==> src/rtl/hu_pkg.sv <==
package hu_pkg;

  typedef enum logic [1:0] {
    HM_OFF   = 2'b00,
    HM_STALL = 2'b01,
    HM_FWD   = 2'b10,
    HM_RSVD  = 2'b11
  } hu_mode_e;

  typedef enum logic [1:0] {
    FS_REGFILE = 2'b00,
    FS_EXEC    = 2'b01,
    FS_MEM     = 2'b10
  } fwd_src_e;

  localparam int unsigned NUM_SRC = 2;

endpackage

==> src/rtl/hu_match.sv <==
module hu_match #(
  parameter int unsigned RW = 5
) (
  input  logic [RW-1:0] dst,
  input  logic          wen,
  input  logic [RW-1:0] src,
  input  logic          need,
  output logic          hit
);
  logic dst_live;

  always_comb begin
    dst_live = wen && (dst != '0);
    hit      = dst_live && need && (dst == src);
  end
endmodule

==> src/rtl/hu_operand.sv <==
module hu_operand
  import hu_pkg::*;
(
  input  hu_mode_e   mode,
  input  logic       ex_alu_hit,
  input  logic       mem_alu_hit,
  input  logic       ex_br_hit,
  input  logic       mem_br_hit,
  input  logic       ex_load,
  input  logic       mem_load,
  output logic [1:0] alu_sel,
  output logic       br_fwd,
  output logic       stall_req,
  output logic       br_stall_req
);
  logic handling;
  logic fwd_on;

  always_comb begin
    handling     = (mode == HM_STALL) || (mode == HM_FWD);
    fwd_on       = (mode == HM_FWD);
    alu_sel      = FS_REGFILE;
    br_fwd       = 1'b0;
    stall_req    = 1'b0;
    br_stall_req = 1'b0;
    if (handling) begin
      // ALU operand: execute stage has priority over memory stage
      if (ex_alu_hit) begin
        if (!fwd_on || ex_load) stall_req = 1'b1;
        else                    alu_sel   = FS_EXEC;
      end else if (mem_alu_hit) begin
        if (!fwd_on) stall_req = 1'b1;
        else         alu_sel   = FS_MEM;
      end
      // branch operand resolved in decode
      if (ex_br_hit) begin
        stall_req    = 1'b1;
        br_stall_req = 1'b1;
      end else if (mem_br_hit) begin
        if (!fwd_on || mem_load) stall_req = 1'b1;
        else                     br_fwd    = 1'b1;
      end
    end
  end
endmodule

==> src/rtl/hu_stall_counter.sv <==
module hu_stall_counter #(
  parameter int unsigned CNT_W = 16
) (
  input  logic             clk,
  input  logic             rst_n,
  input  logic             inc,
  output logic [CNT_W-1:0] count
);
  logic [CNT_W-1:0] count_q;
  logic [CNT_W-1:0] count_d;
  logic             count_en;

  always_comb begin
    count_en = inc;
    count_d  = count_q + CNT_W'(1);
  end

  always_ff @(posedge clk or negedge rst_n) begin
    if (!rst_n)        count_q <= '0;
    else if (count_en) count_q <= count_d;
  end

  assign count = count_q;

  assert_count_step_R11: assert property (@(posedge clk) disable iff (!rst_n)
    1'b1 |=> (count_q == $past(count_q) + CNT_W'($past(inc))));
endmodule

==> src/rtl/hazard_unit.sv <==
module hazard_unit
  import hu_pkg::*;
#(
  parameter int unsigned RW    = 5,
  parameter int unsigned CNT_W = 16
) (
  input  logic             clk,
  input  logic             rst_n,
  input  logic [1:0]       mode_i,
  input  logic [RW-1:0]    dec_rs_i,
  input  logic [RW-1:0]    dec_rt_i,
  input  logic             dec_alu_rs_i,
  input  logic             dec_alu_rt_i,
  input  logic             dec_br_rs_i,
  input  logic             dec_br_rt_i,
  input  logic [RW-1:0]    ex_dst_i,
  input  logic             ex_wen_i,
  input  logic             ex_load_i,
  input  logic             ex_serial_i,
  input  logic [RW-1:0]    mem_dst_i,
  input  logic             mem_wen_i,
  input  logic             mem_load_i,
  input  logic             mem_serial_i,
  output logic [1:0]       alu_sel_rs_o,
  output logic [1:0]       alu_sel_rt_o,
  output logic             br_fwd_rs_o,
  output logic             br_fwd_rt_o,
  output logic             stall_o,
  output logic             branch_stall_o,
  output logic             pc_en_o,
  output logic             ifid_en_o,
  output logic             idex_bubble_o,
  output logic [CNT_W-1:0] stall_count_o
);
  hu_mode_e mode;
  assign mode = hu_mode_e'(mode_i);

  logic [RW-1:0]      src     [NUM_SRC];
  logic [NUM_SRC-1:0] alu_need;
  logic [NUM_SRC-1:0] br_need;
  logic [1:0]         sel_raw [NUM_SRC];
  logic [NUM_SRC-1:0] bfwd_raw;
  logic [NUM_SRC-1:0] stall_raw;
  logic [NUM_SRC-1:0] bstall_raw;

  assign src[0]   = dec_rs_i;
  assign src[1]   = dec_rt_i;
  assign alu_need = {dec_alu_rt_i, dec_alu_rs_i};
  assign br_need  = {dec_br_rt_i, dec_br_rs_i};

  for (genvar g = 0; g < NUM_SRC; g++) begin : g_src
    logic ex_alu_hit, mem_alu_hit, ex_br_hit, mem_br_hit;

    hu_match #(.RW(RW)) u_ex_alu (
      .dst(ex_dst_i), .wen(ex_wen_i), .src(src[g]), .need(alu_need[g]), .hit(ex_alu_hit));
    hu_match #(.RW(RW)) u_mem_alu (
      .dst(mem_dst_i), .wen(mem_wen_i), .src(src[g]), .need(alu_need[g]), .hit(mem_alu_hit));
    hu_match #(.RW(RW)) u_ex_br (
      .dst(ex_dst_i), .wen(ex_wen_i), .src(src[g]), .need(br_need[g]), .hit(ex_br_hit));
    hu_match #(.RW(RW)) u_mem_br (
      .dst(mem_dst_i), .wen(mem_wen_i), .src(src[g]), .need(br_need[g]), .hit(mem_br_hit));

    hu_operand u_op (
      .mode        (mode),
      .ex_alu_hit  (ex_alu_hit),
      .mem_alu_hit (mem_alu_hit),
      .ex_br_hit   (ex_br_hit),
      .mem_br_hit  (mem_br_hit),
      .ex_load     (ex_load_i),
      .mem_load    (mem_load_i),
      .alu_sel     (sel_raw[g]),
      .br_fwd      (bfwd_raw[g]),
      .stall_req   (stall_raw[g]),
      .br_stall_req(bstall_raw[g])
    );
  end

  logic serial_hold;
  logic stall;

  always_comb begin
    serial_hold    = ex_serial_i || mem_serial_i;
    stall          = serial_hold || (|stall_raw);
    stall_o        = stall;
    branch_stall_o = |bstall_raw;
    alu_sel_rs_o   = stall ? FS_REGFILE : sel_raw[0];
    alu_sel_rt_o   = stall ? FS_REGFILE : sel_raw[1];
    br_fwd_rs_o    = !stall && bfwd_raw[0];
    br_fwd_rt_o    = !stall && bfwd_raw[1];
    pc_en_o        = !stall;
    ifid_en_o      = !stall;
    idex_bubble_o  = stall;
  end

  hu_stall_counter #(.CNT_W(CNT_W)) u_cnt (
    .clk  (clk),
    .rst_n(rst_n),
    .inc  (stall),
    .count(stall_count_o)
  );

  assert_zero_dst_R1: assert property (@(posedge clk) disable iff (!rst_n)
    (ex_dst_i == '0 && mem_dst_i == '0 && !ex_serial_i && !mem_serial_i) |->
    (!stall_o && alu_sel_rs_o == 2'b00 && alu_sel_rt_o == 2'b00 && !br_fwd_rs_o && !br_fwd_rt_o));

  assert_off_mode_R3: assert property (@(posedge clk) disable iff (!rst_n)
    ((mode_i == 2'b00 || mode_i == 2'b11) && !ex_serial_i && !mem_serial_i) |->
    (!stall_o && !branch_stall_o && alu_sel_rs_o == 2'b00 && alu_sel_rt_o == 2'b00 &&
     !br_fwd_rs_o && !br_fwd_rt_o));

  assert_load_use_R5: assert property (@(posedge clk) disable iff (!rst_n)
    (mode_i == 2'b10 && ex_wen_i && ex_load_i && ex_dst_i != '0 &&
     dec_alu_rs_i && dec_rs_i == ex_dst_i) |-> stall_o);

  assert_branch_ex_R7: assert property (@(posedge clk) disable iff (!rst_n)
    ((mode_i == 2'b01 || mode_i == 2'b10) && ex_wen_i && ex_dst_i != '0 &&
     dec_br_rt_i && dec_rt_i == ex_dst_i) |-> (stall_o && branch_stall_o));

  assert_serial_R9: assert property (@(posedge clk) disable iff (!rst_n)
    (ex_serial_i || mem_serial_i) |-> stall_o);

  assert_bubble_R10: assert property (@(posedge clk) disable iff (!rst_n)
    stall_o |-> (!pc_en_o && !ifid_en_o && idex_bubble_o && alu_sel_rs_o == 2'b00 &&
                 alu_sel_rt_o == 2'b00 && !br_fwd_rs_o && !br_fwd_rt_o));
endmodule

==> config.mk <==
export PLATFORM = sky130hd
export DESIGN_NAME = hazard_unit
export DESIGN_NICKNAME = d
export VERILOG_FILES = /design/src/rtl/hu_pkg.sv /design/src/rtl/hu_match.sv /design/src/rtl/hu_operand.sv /design/src/rtl/hu_stall_counter.sv /design/src/rtl/hazard_unit.sv
export SDC_FILE = /design/constraint.sdc
export NUM_CORES = 1
export LEC_CHECK = 0
export ABC_AREA = 1
export BUFFER_PORTS_ARGS = -buffer_cell sky130_fd_sc_hd__buf_2
export CAP_MARGIN = 20
export CORE_UTILIZATION = 54
export CTS_BUF_LIST = sky130_fd_sc_hd__clkbuf_8
export DETAILED_ROUTE_END_ITERATION = 10
export PLACE_DENSITY = 0.92
export SYNTH_ARGS = -nofsm -noshare
export SYNTH_HDL_FRONTEND = slang
export SYNTH_HIERARCHICAL = 1
export SYNTH_SLANG_ARGS = --single-unit
==> constraint.sdc <==
create_clock -name clk -period 2.3 [get_ports clk]
set_clock_uncertainty 0.15 [all_clocks]
set_input_delay 0.46 -clock clk [delete_from_list [all_inputs] [get_ports clk]]
set_output_delay 0.46 -clock clk [all_outputs]
set_load 0.01 [all_outputs]
# ---- Word-level counts from Yosys, hierarchy flattened
# Cells that the tools add are included.
dict set report totals {
  word_cells 74
  regBits 16
  input_bits 34
  output_inout_bits 27
}
dict set report op_classes {
  reduce_logical 31
  n_eq_ne 6
  mux 35
  add_sub_neg 1
}
# op count
set ops {}
lappend ops {{two-way mux 1 bit} 26}
lappend ops {{== test 5 bit} 4}
lappend ops {{logical AND 1 bit} 20}
lappend ops {{two-way mux 2 bit} 9}
lappend ops {{adder 16 x 1 -> 16 bit (second input constant)} 1}
lappend ops {{nonzero test 5 bit} 2}
lappend ops {{logical OR 1 bit} 5}
lappend ops {{OR reduction 2 bit} 2}
lappend ops {{== test 2 x 1 -> 1 bit (second input constant)} 1}
lappend ops {{== test 2 bit (second input constant)} 1}
lappend ops {{logical NOT 1 bit} 2}

# ---- Longest topological paths before layout
# Gate-level depths: netlist of run 1.
dict set report logic_depth {
  ltp_word 14
  ltp_mapped 20
  ltp_nobuf 19
}

# ---- Modules after synthesis
# The synthesis of run 1 kept the hierarchy.
# mod seq_area_each_um2 instances area_each_um2 cells_each
set modules_own_cells {}
lappend modules_own_cells {hu_match 0.0 8 126.4 32}
lappend modules_own_cells {hu_stall_counter 400.4 1 813.3 97}
lappend modules_own_cells {hu_operand 0.0 2 95.1 21}
lappend modules_own_cells {hazard_unit 0.0 1 108.9 19}

# ---- Worst setup path after synthesis of run 1
# Ideal clock, no wire load.
dict set report synth_path {
  kind {input-to-output}
  start {input port ex_dst_i[3]}
  end {output port pc_en_o}
  t_arrival_ns 1.648
  n_path_buf 1
  required_time_ns 1.690
  path_slack_ns 0.042
  cell_stages 15
  cell_sequence {inv_1 > nand2_1 > nand2_1 > nor2_2 > nand3_1 > nor2_1 > inv_1 > nand3b_1 > nand2_1 > nor2_1 > nor2_1 > nor2_2 > nand2_4 > inv_2 > buf_4}
}
dict set report synth_between {
  elab_chain_cells 12
  word_cells_on_any_way 25
  classes_between {eq/ne (2); mux (10); reduce/logical (13)}
}
# element line
set synth_rtl {}
lappend synth_rtl {{start: declaration} hazard_unit.sv:16} ;# input logic [RW-1:0] ex_dst_i,
lappend synth_rtl {{nonzero test 5 bit} hu_match.sv:13} ;# dst_live = wen && (dst != '0);
lappend synth_rtl {{logical AND 1 bit} hu_match.sv:13}
lappend synth_rtl {{logical AND 1 bit} hu_match.sv:14} ;# hit = dst_live && need && (dst == src);
lappend synth_rtl {{logical AND 1 bit *} hu_match.sv:14}
lappend synth_rtl {{net g_src[1].ex_alu_hit} hazard_unit.sv:52} ;# logic ex_alu_hit, mem_alu_hit, ex_br_hit, mem_br_hit;
lappend synth_rtl {{two-way mux 1 bit *} hu_operand.sv:28} ;# if (ex_alu_hit) begin
lappend synth_rtl {{two-way mux 1 bit} hu_operand.sv:40} ;# if (!fwd_on || mem_load) stall_req = 1'b1;
lappend synth_rtl {{two-way mux 1 bit *} hu_operand.sv:39} ;# end else if (mem_br_hit) begin
lappend synth_rtl {{two-way mux 1 bit *} hu_operand.sv:36} ;# if (ex_br_hit) begin
lappend synth_rtl {{two-way mux 1 bit *} hu_operand.sv:26} ;# if (handling) begin
lappend synth_rtl {{net stall_raw[1]} hazard_unit.sv:43} ;# logic [NUM_SRC-1:0] stall_raw;
lappend synth_rtl {{OR reduction 2 bit *} hazard_unit.sv:83} ;# stall = serial_hold || (|stall_raw);
lappend synth_rtl {{logical OR 1 bit *} hazard_unit.sv:83}
lappend synth_rtl {{net idex_bubble_o} hazard_unit.sv:32} ;# output logic idex_bubble_o,
lappend synth_rtl {{logical NOT 1 bit *} n/a}
lappend synth_rtl {{end: declaration} hazard_unit.sv:30} ;# output logic pc_en_o,
# Mark *: on every way through the listed nets, which the timed path passes. The rest lies on a longest branch.

# ---- Final worst setup path of run 1
dict set report layout_path {
  start {input port ex_dst_i[3]}
  end {register u_cnt.count_q[13], in the netlist u_cnt/count[13]}
}
dict set report layout_between {
  elab_chain_cells 11
  word_cells_on_any_way 24
  classes_between {eq/ne (2); mux (10); reduce/logical (12)}
}
# element line
set layout_rtl {}
lappend layout_rtl {{nonzero test 5 bit} hu_match.sv:13}
lappend layout_rtl {{logical AND 1 bit} hu_match.sv:13}
lappend layout_rtl {{logical AND 1 bit} hu_match.sv:14}
lappend layout_rtl {{logical AND 1 bit *} hu_match.sv:14}
lappend layout_rtl {{net g_src[1].ex_alu_hit} hazard_unit.sv:52}
lappend layout_rtl {{two-way mux 1 bit *} hu_operand.sv:28}
lappend layout_rtl {{two-way mux 1 bit} hu_operand.sv:40}
lappend layout_rtl {{two-way mux 1 bit *} hu_operand.sv:39}
lappend layout_rtl {{two-way mux 1 bit *} hu_operand.sv:36}
lappend layout_rtl {{two-way mux 1 bit *} hu_operand.sv:26}
lappend layout_rtl {{net stall_raw[1]} hazard_unit.sv:43}
lappend layout_rtl {{OR reduction 2 bit *} hazard_unit.sv:83}
lappend layout_rtl {{logical OR 1 bit *} hazard_unit.sv:83}
lappend layout_rtl {{end signal: assignment} hu_stall_counter.sv:20} ;# else if (count_en) count_q <= count_d;
lappend layout_rtl {{end: declaration} hu_stall_counter.sv:9} ;# logic [CNT_W-1:0] count_q;
# Marks and branches as above.
# A chain may end at the register's enable or synchronous reset.

==> qor.yml, run 1 <==
numCtsBuffers: 3
fin_ws_ns: -0.455
cts.sinks: 16
r2r_start: "u_cnt/count[1]$_DFFE_PN0P_"
yosys-top-cells-area: "nand2_1 (27%), inv_1 (19%), dfrtp_1 (19%), nor2_1 (8.7%), nand3_1 (5.9%)"
final_core_util_pct: 86.4
fillers: 186
die_x_um: 64.7
power.total_mw: 1.33
boundaryPins: 61
period_share_pct: 120
htreeDepth: 1
die_height_um: 64.7
clk_pin_slew_ns: 0.06
holdWs_ns: 0.374
placementRows: 22
drv_slew: 0
nNetsFinal: 547
vias: 3169
startpoint: "ex_dst_i[3]"
yosysSeqAreaShare_pct: 18.9
slew_headroom_pct: 76.7
drtIter0Drc: 387
worst_pin_slew_ns: 0.350
max_stage_delay_ns: 0.18
fmax_mhz: 363
status: "complete, but fails checks"
syn_area_per_cell_um2: 5.13
post_drt_wl_per_cell_um: 15.9
slowest_stage: "nor2_2"
antennaDiodeCount: 0
syn_area_um2: 2120
start_util_pct: 57.1
hp-start: "u_cnt/count[11]$_DFFE_PN0P_"
grt_max_degree: 17
fin_crit_ns: 2.76
synth-warning-count: 6
layout_commonest_cell: "nand2_1"
grt_overflow: 0
cts_buffer_depth: 2
clock_latency_ns: 0.25
crit_fanout: 8
rsz0062_at_grt: "true"
grtUsageTotal_pct: 34.1
power.leakage_nw: 1.90
syn_nets: 451
dp_hpwl_um: 4150
hold_viol_final: 0
cts_tree: "done"
worstPathArrival_ns: 2.78
ys_types: 19
hp-class: "flop to flop"
syn_to_final_growth_pct: 51.3
core-area_um2: 3720
grt_antenna_before_repair: 0
root_buffer: "clkbuf_8"
timing.setup.tns_ns: -6.98
synth_area_leader_cell: "nand2_1"
grt_pass1_vias: 2766
via_per_inst: 5.70
cp-start-kind: "input port"
p_per_area_nw_per_um2: 415
synth_cells: 414
setup_viol: 27
dr.pass1.iters: 7
crit_path_end_kind: "flop"
synth-seq-cells: 16
io_buffers: 60
drive_above_1_share_pct: 34.4
critPathKind: "input port to flop"
critPathRequiredTime_ns: 2.33
largest_reg_flops: 16
ir_worst_vdd_uv: 241
drv_cap: 0
drc_errors: 0
ant_nets: 0
gp_congestion: 0.869
path_cells: "buf_12, inv_2, nand2_1, nand2_2, nor2_2, nand3_1, nor2_2, buf_4, nand2_1, nand2_1, nor2_1, nor2_1, nor2_2, nand2_2, buf_6, nand3_1, nor2_2, nand2_1, nor2_1, nand3_1, nand2_1"
synth_top_cell_area_share_pct: 27.0
die_area_um2: 4190
cpMostUsedCell: "nand2_1"
grt_pass1_wl_um: 11400
violations: "setup timing"
drt-total-wl_um: 8860
mostFrequentLayoutCells: "nand2_1 (140), inv_1 (94), buf_2 (39)"
[logic make-up (layout without fill, tap and decap cells)]
group / Yosys count / after routing / share of synthesized area [%]
flops: 16 / 16 / 18.9
compound gates: 8 / 8 / 1.89
xor+xnor: 11 / 11 / 4.54
fa+ha+maj: 3 / 3 / 1.77
simple gates: 262 / 263 / 52.3
buf+inv: 114 / 207 / 20.7
[cells in the mapped netlist]
cell type	count
nand3b_1	2
nand3_1	25
nor3_1	7
a21oi_1	8
inv_2	2
nand4_1	5
inv_1	109
nand3_2	1
nor2_2	17
nor2_1	49
nand2_4	1
buf_4	3
nor2_4	1
xor2_1	4
dfrtp_1	16
ha_1	3
or2_1	1
xnor2_1	7
nand2_1	153
[through the flow]
step | instances | setup slack, ns | instance area [um2]
floorplan | 414 | 0.0425 | 2120
global placement | 535 | -0.300 | 2590
detailed placement | 535 | -0.407 | 2590
CTS | 553 | -0.176 | 3030
global route | 556 | -0.611 | 3210
finish | 556 | -0.455 | 3210
[where the power goes]
group	internal [mW]	leakage (nW)	switching, mW
Sequential	0.345	0.189	0.108
Combinational	0.298	1.69	0.377
Clock	0.116	0.0216	0.0885
Total	0.759	1.90	0.574
[final timing paths]
check,cells past startpoint,slack (ns),end
min in group asynchronous,2,0.52,u_cnt/count[9]$_DFFE_PN0P_
worst min register to register,1,0.37,u_cnt/count[11]$_DFFE_PN0P_
worst min-delay path,1,0.37,u_cnt/count[11]$_DFFE_PN0P_
worst max-delay path,21,-0.46,u_cnt/count[13]$_DFFE_PN0P_
worst max register to register,6,0.76,u_cnt/count[14]$_DFFE_PN0P_
max in group asynchronous,2,1.23,u_cnt/count[6]$_DFFE_PN0P_
[what timing repair did]
action	CTS	global route
buffers inserted	12	3
pin swaps	18	21
endpoints found under the setup margin	23	27
gates cloned	3	1
endpoints found under the hold margin	16	0
hold buffers	1	0
gates resized for setup	82	49
[final cells by class]
cell class	count	area (um2)	share of cell area [%]
multi-input cells	285	1460	45.3
repair buffers	93	827	25.7
inverters	111	427	13.3
flip-flops and latches	16	400	12.5
well taps	48	60.1	1.87
clock buffers	3	41.3	1.29
[critical path: cells and delay by family]
family        cells  cell delay (ns)
simple gates     17             1.84
buf+inv           4             0.48
[per-layer routing]
metal  routed length, um  GRT usage (%)  up-vias
li1                    -              -     1384
met5                   0              0        -
met3                 929           2.99       96
met2                4220           64.1      285
met1                3060           35.6     1404
met4                 644           21.9        0
(Power assumes the default switching activity.)
==> run 2: changes to the inputs <==
SETUP_SLACK_MARGIN = 0.02   (was default)
==> run 2 against run 1 <==
Via count is 2.6% higher; non-clock buffer count is 2 higher; wire length is 8.4% higher; largest power group unchanged; critical endpoint is now alu_sel_rt_o[0]; cell count is 0.36% higher; global-route usage is 0.30 points lower; worst hold slack better by 0.0092 ns; the flow still finishes with violations (setup timing); largest cell class unchanged.
==> qor.yml, run 2 (synthesis gave the netlist of run 1 again) <==
status: "complete, but fails checks"  # unchanged
violations: "setup timing"  # unchanged
grt_pass1_vias: 2751  # was 2766
critPathRequiredTime_ns: 1.69  # was 2.33 ns
worstPathArrival_ns: 2.24  # was 2.78 ns
io_buffers: 60  # unchanged
largest_reg_flops: 16  # unchanged
post_drt_wl_per_cell_um: 17.2  # was 15.9 um
fin_crit_ns: 2.85  # was 2.76 ns
timing.rr.end: "u_cnt/count[12]$_DFFE_PN0P_"  # was u_cnt/count[14]$_DFFE_PN0P_
drc_errors: 0  # unchanged
layout_commonest_cell: "nand2_1"  # unchanged
final-instance-count-excl-fill: 558  # was 556
top_layer_used: "met4"  # unchanged
cellInternalPower_uw: 763  # was 759 uW
boundaryPins: 61  # unchanged
via_per_inst: 5.82  # was 5.70
wl_met1_um: 3160  # was 3060 um
htreeDepth: 1  # unchanged
crit_path_end_kind: "primary output"  # was flop
die_height_um: 64.7  # unchanged
drt-total-wl_um: 9600  # was 8860 um
dp_hpwl_um: 4150  # unchanged
power.leakage_nw: 1.93  # was 1.90 nW
slew_headroom_pct: 76.5  # was 76.7%
startpoint: "ex_dst_i[0]"  # was ex_dst_i[3]
mostFrequentLayoutCells: "nand2_1 (132), inv_1 (93), buf_2 (39)"  # was nand2_1 (140), inv_1 (94), buf_2 (39)
grt_antenna_before_repair: 0  # unchanged
ant_nets: 0  # unchanged
core-area_um2: 3720  # unchanged
wl_met2_um: 4420  # was 4220 um
fin_ws_ns: -0.554  # was -0.455 ns
grt_max_degree: 17  # unchanged
gp_congestion: 0.869  # unchanged
crit_end: "alu_sel_rt_o[0]"  # was u_cnt/count[13]$_DFFE_PN0P_
ir_worst_vdd_uv: 255  # was 241 uV
multi_input_area_um2: 1520  # was 1460 um2
period_share_pct: 124  # was 120%
cts_tree: "done"  # unchanged
drv_cap: 0  # unchanged
dpl.cell_count: 535  # unchanged
power.share.sequential_pct: 32.8  # was 34.0%
rrSetupSlack_ns: 0.72  # was 0.76 ns
cts_buffer_depth: 2  # unchanged
switching_share_pct: 44.3  # was 43.0%
drtIter0Drc: 583  # was 387
setup_viol: 27  # unchanged
vias: 3250  # was 3169
nNetsFinal: 549  # was 547
p_comb_share_pct: 52.0  # was 50.7%
drv_slew: 0  # unchanged
fmax_mhz: 350  # was 363 MHz
die_x_um: 64.7  # unchanged
die_area_um2: 4190  # unchanged
crit_fanout: 6  # was 8
fillers: 167  # was 186
worst_pin_slew_ns: 0.352  # was 0.350 ns
seq_area_um2: 400  # unchanged
antennaDiodeCount: 0  # unchanged
power.total_mw: 1.37  # was 1.33 mW
grt_pass1_wl_um: 11300  # was 11400 um
clock_latency_ns: 0.25  # about the same
hp-class: "flop to flop"  # unchanged
clk_pin_slew_ns: 0.06  # about the same
grtUsageTotal_pct: 33.8  # was 34.1%
rsz0062_at_grt: "true"  # unchanged
start_util_pct: 57.1  # unchanged
pwr-share-clk_pct: 15.2  # was 15.3%
place_ws_ns: -0.407  # unchanged
grt_overflow: 0  # unchanged
dr.pass1.iters: 6  # was 7
r2r_start: "u_cnt/count[0]$_DFFE_PN0P_"  # was u_cnt/count[1]$_DFFE_PN0P_
numCtsBuffers: 3  # unchanged
route.met3.wl_um: 1030  # was 929 um
cts.sinks: 16  # unchanged
hold_viol_final: 0  # unchanged
root_buffer: "clkbuf_8"  # unchanged
drive_above_1_share_pct: 36.5  # was 34.4%
placementRows: 22  # unchanged
p_per_area_nw_per_um2: 415  # about the same
syn_to_final_growth_pct: 55.6  # was 51.3%
critPathKind: "input port to primary output"  # was input port to flop
rr_worst_depth: 7  # was 6
power_switching_uw: 608  # was 574 uW
cp-start-kind: "input port"  # unchanged
## run 2: cell count changes in the layout (fill, tap and decap cells not counted), sizes merged
cell	delta
clkbuf	-1
buf	+3
## run 2: per-layer routing
layer / vias to the layer above / global-route usage, %
met5: - / 0
met4: 0 / 18.1
met3: 136 / 1.94
met2: 335 / 65.0
met1: 1393 / 36.2
li1: 1386 / -
## run 2: area by class of cell
type | instances | share of cell area, %
multi-input combinational | 285 | 45.9
timing repair buffer | 95 | 25.8
sequential | 16 | 12.1
clock buffer | 3 | 1.25
tap | 48 | 1.82
inverter | 111 | 13.1
## run 2: repair_timing
action,4_1_cts,5_1_grt
setup endpoints to repair,25,27
pin swaps,15,44
hold buffers,1,0
hold endpoints to repair,16,0
gates resized for setup,82,76
cloned,3,0
buffers inserted,12,6
## run 2: critical path, cell delays in order
cell     delay (ns)
buf_16         0.11
nor2_1         0.11
nand3_1        0.10
a21oi_1        0.16
nor2_2         0.08
buf_4          0.15
nand2_2        0.07
nand2_1        0.08
nor2_1         0.20
nor2_1         0.13
nor2_2         0.21
nand2_2        0.15
nor2_2         0.10
buf_2          0.13
## run 2: per-stage QoR
stage	instance area, um2	util [%]	TNS (ns)	hold WS, ns
floorplan	2120	-	0	0.0144
global placement	2590	69.8	-6.15	0.231
detailed placement	2590	69.8	-8.43	0.234
CTS	3050	82.0	-2.69	0.377
global route	3300	88.9	-11.71	0.404
finish	3300	88.9	-10.78	0.383
## run 2: how the worst min path moves through the flow
stage | end | depth (start not counted) | slack (ns) | startpoint
2_1_floorplan | u_cnt/count[0]$_DFFE_PN0P_ | 0 | 0.01 | rst_n
3_3_place_gp | u_cnt/count[3]$_DFFE_PN0P_ | 1 | 0.23 | rst_n
3_5_place_dp | u_cnt/count[3]$_DFFE_PN0P_ | 1 | 0.23 | rst_n
4_1_cts | u_cnt/count[11]$_DFFE_PN0P_ | 1 | 0.38 | u_cnt/count[11]$_DFFE_PN0P_
5_1_grt | u_cnt/count[11]$_DFFE_PN0P_ | 1 | 0.40 | u_cnt/count[11]$_DFFE_PN0P_
6_report | u_cnt/count[7]$_DFFE_PN0P_ | 1 | 0.38 | u_cnt/count[7]$_DFFE_PN0P_
## run 2: power groups by stage
stage	clock, mW	sequential [mW]	combinational [mW]
2_1_floorplan	0	0.459	0.276
4_1_cts	0.206	0.443	0.581
3_5_place_dp	0	0.445	0.496
3_3_place_gp	0	0.440	0.479
6_report	0.209	0.449	0.713
5_1_grt	0.220	0.458	0.767
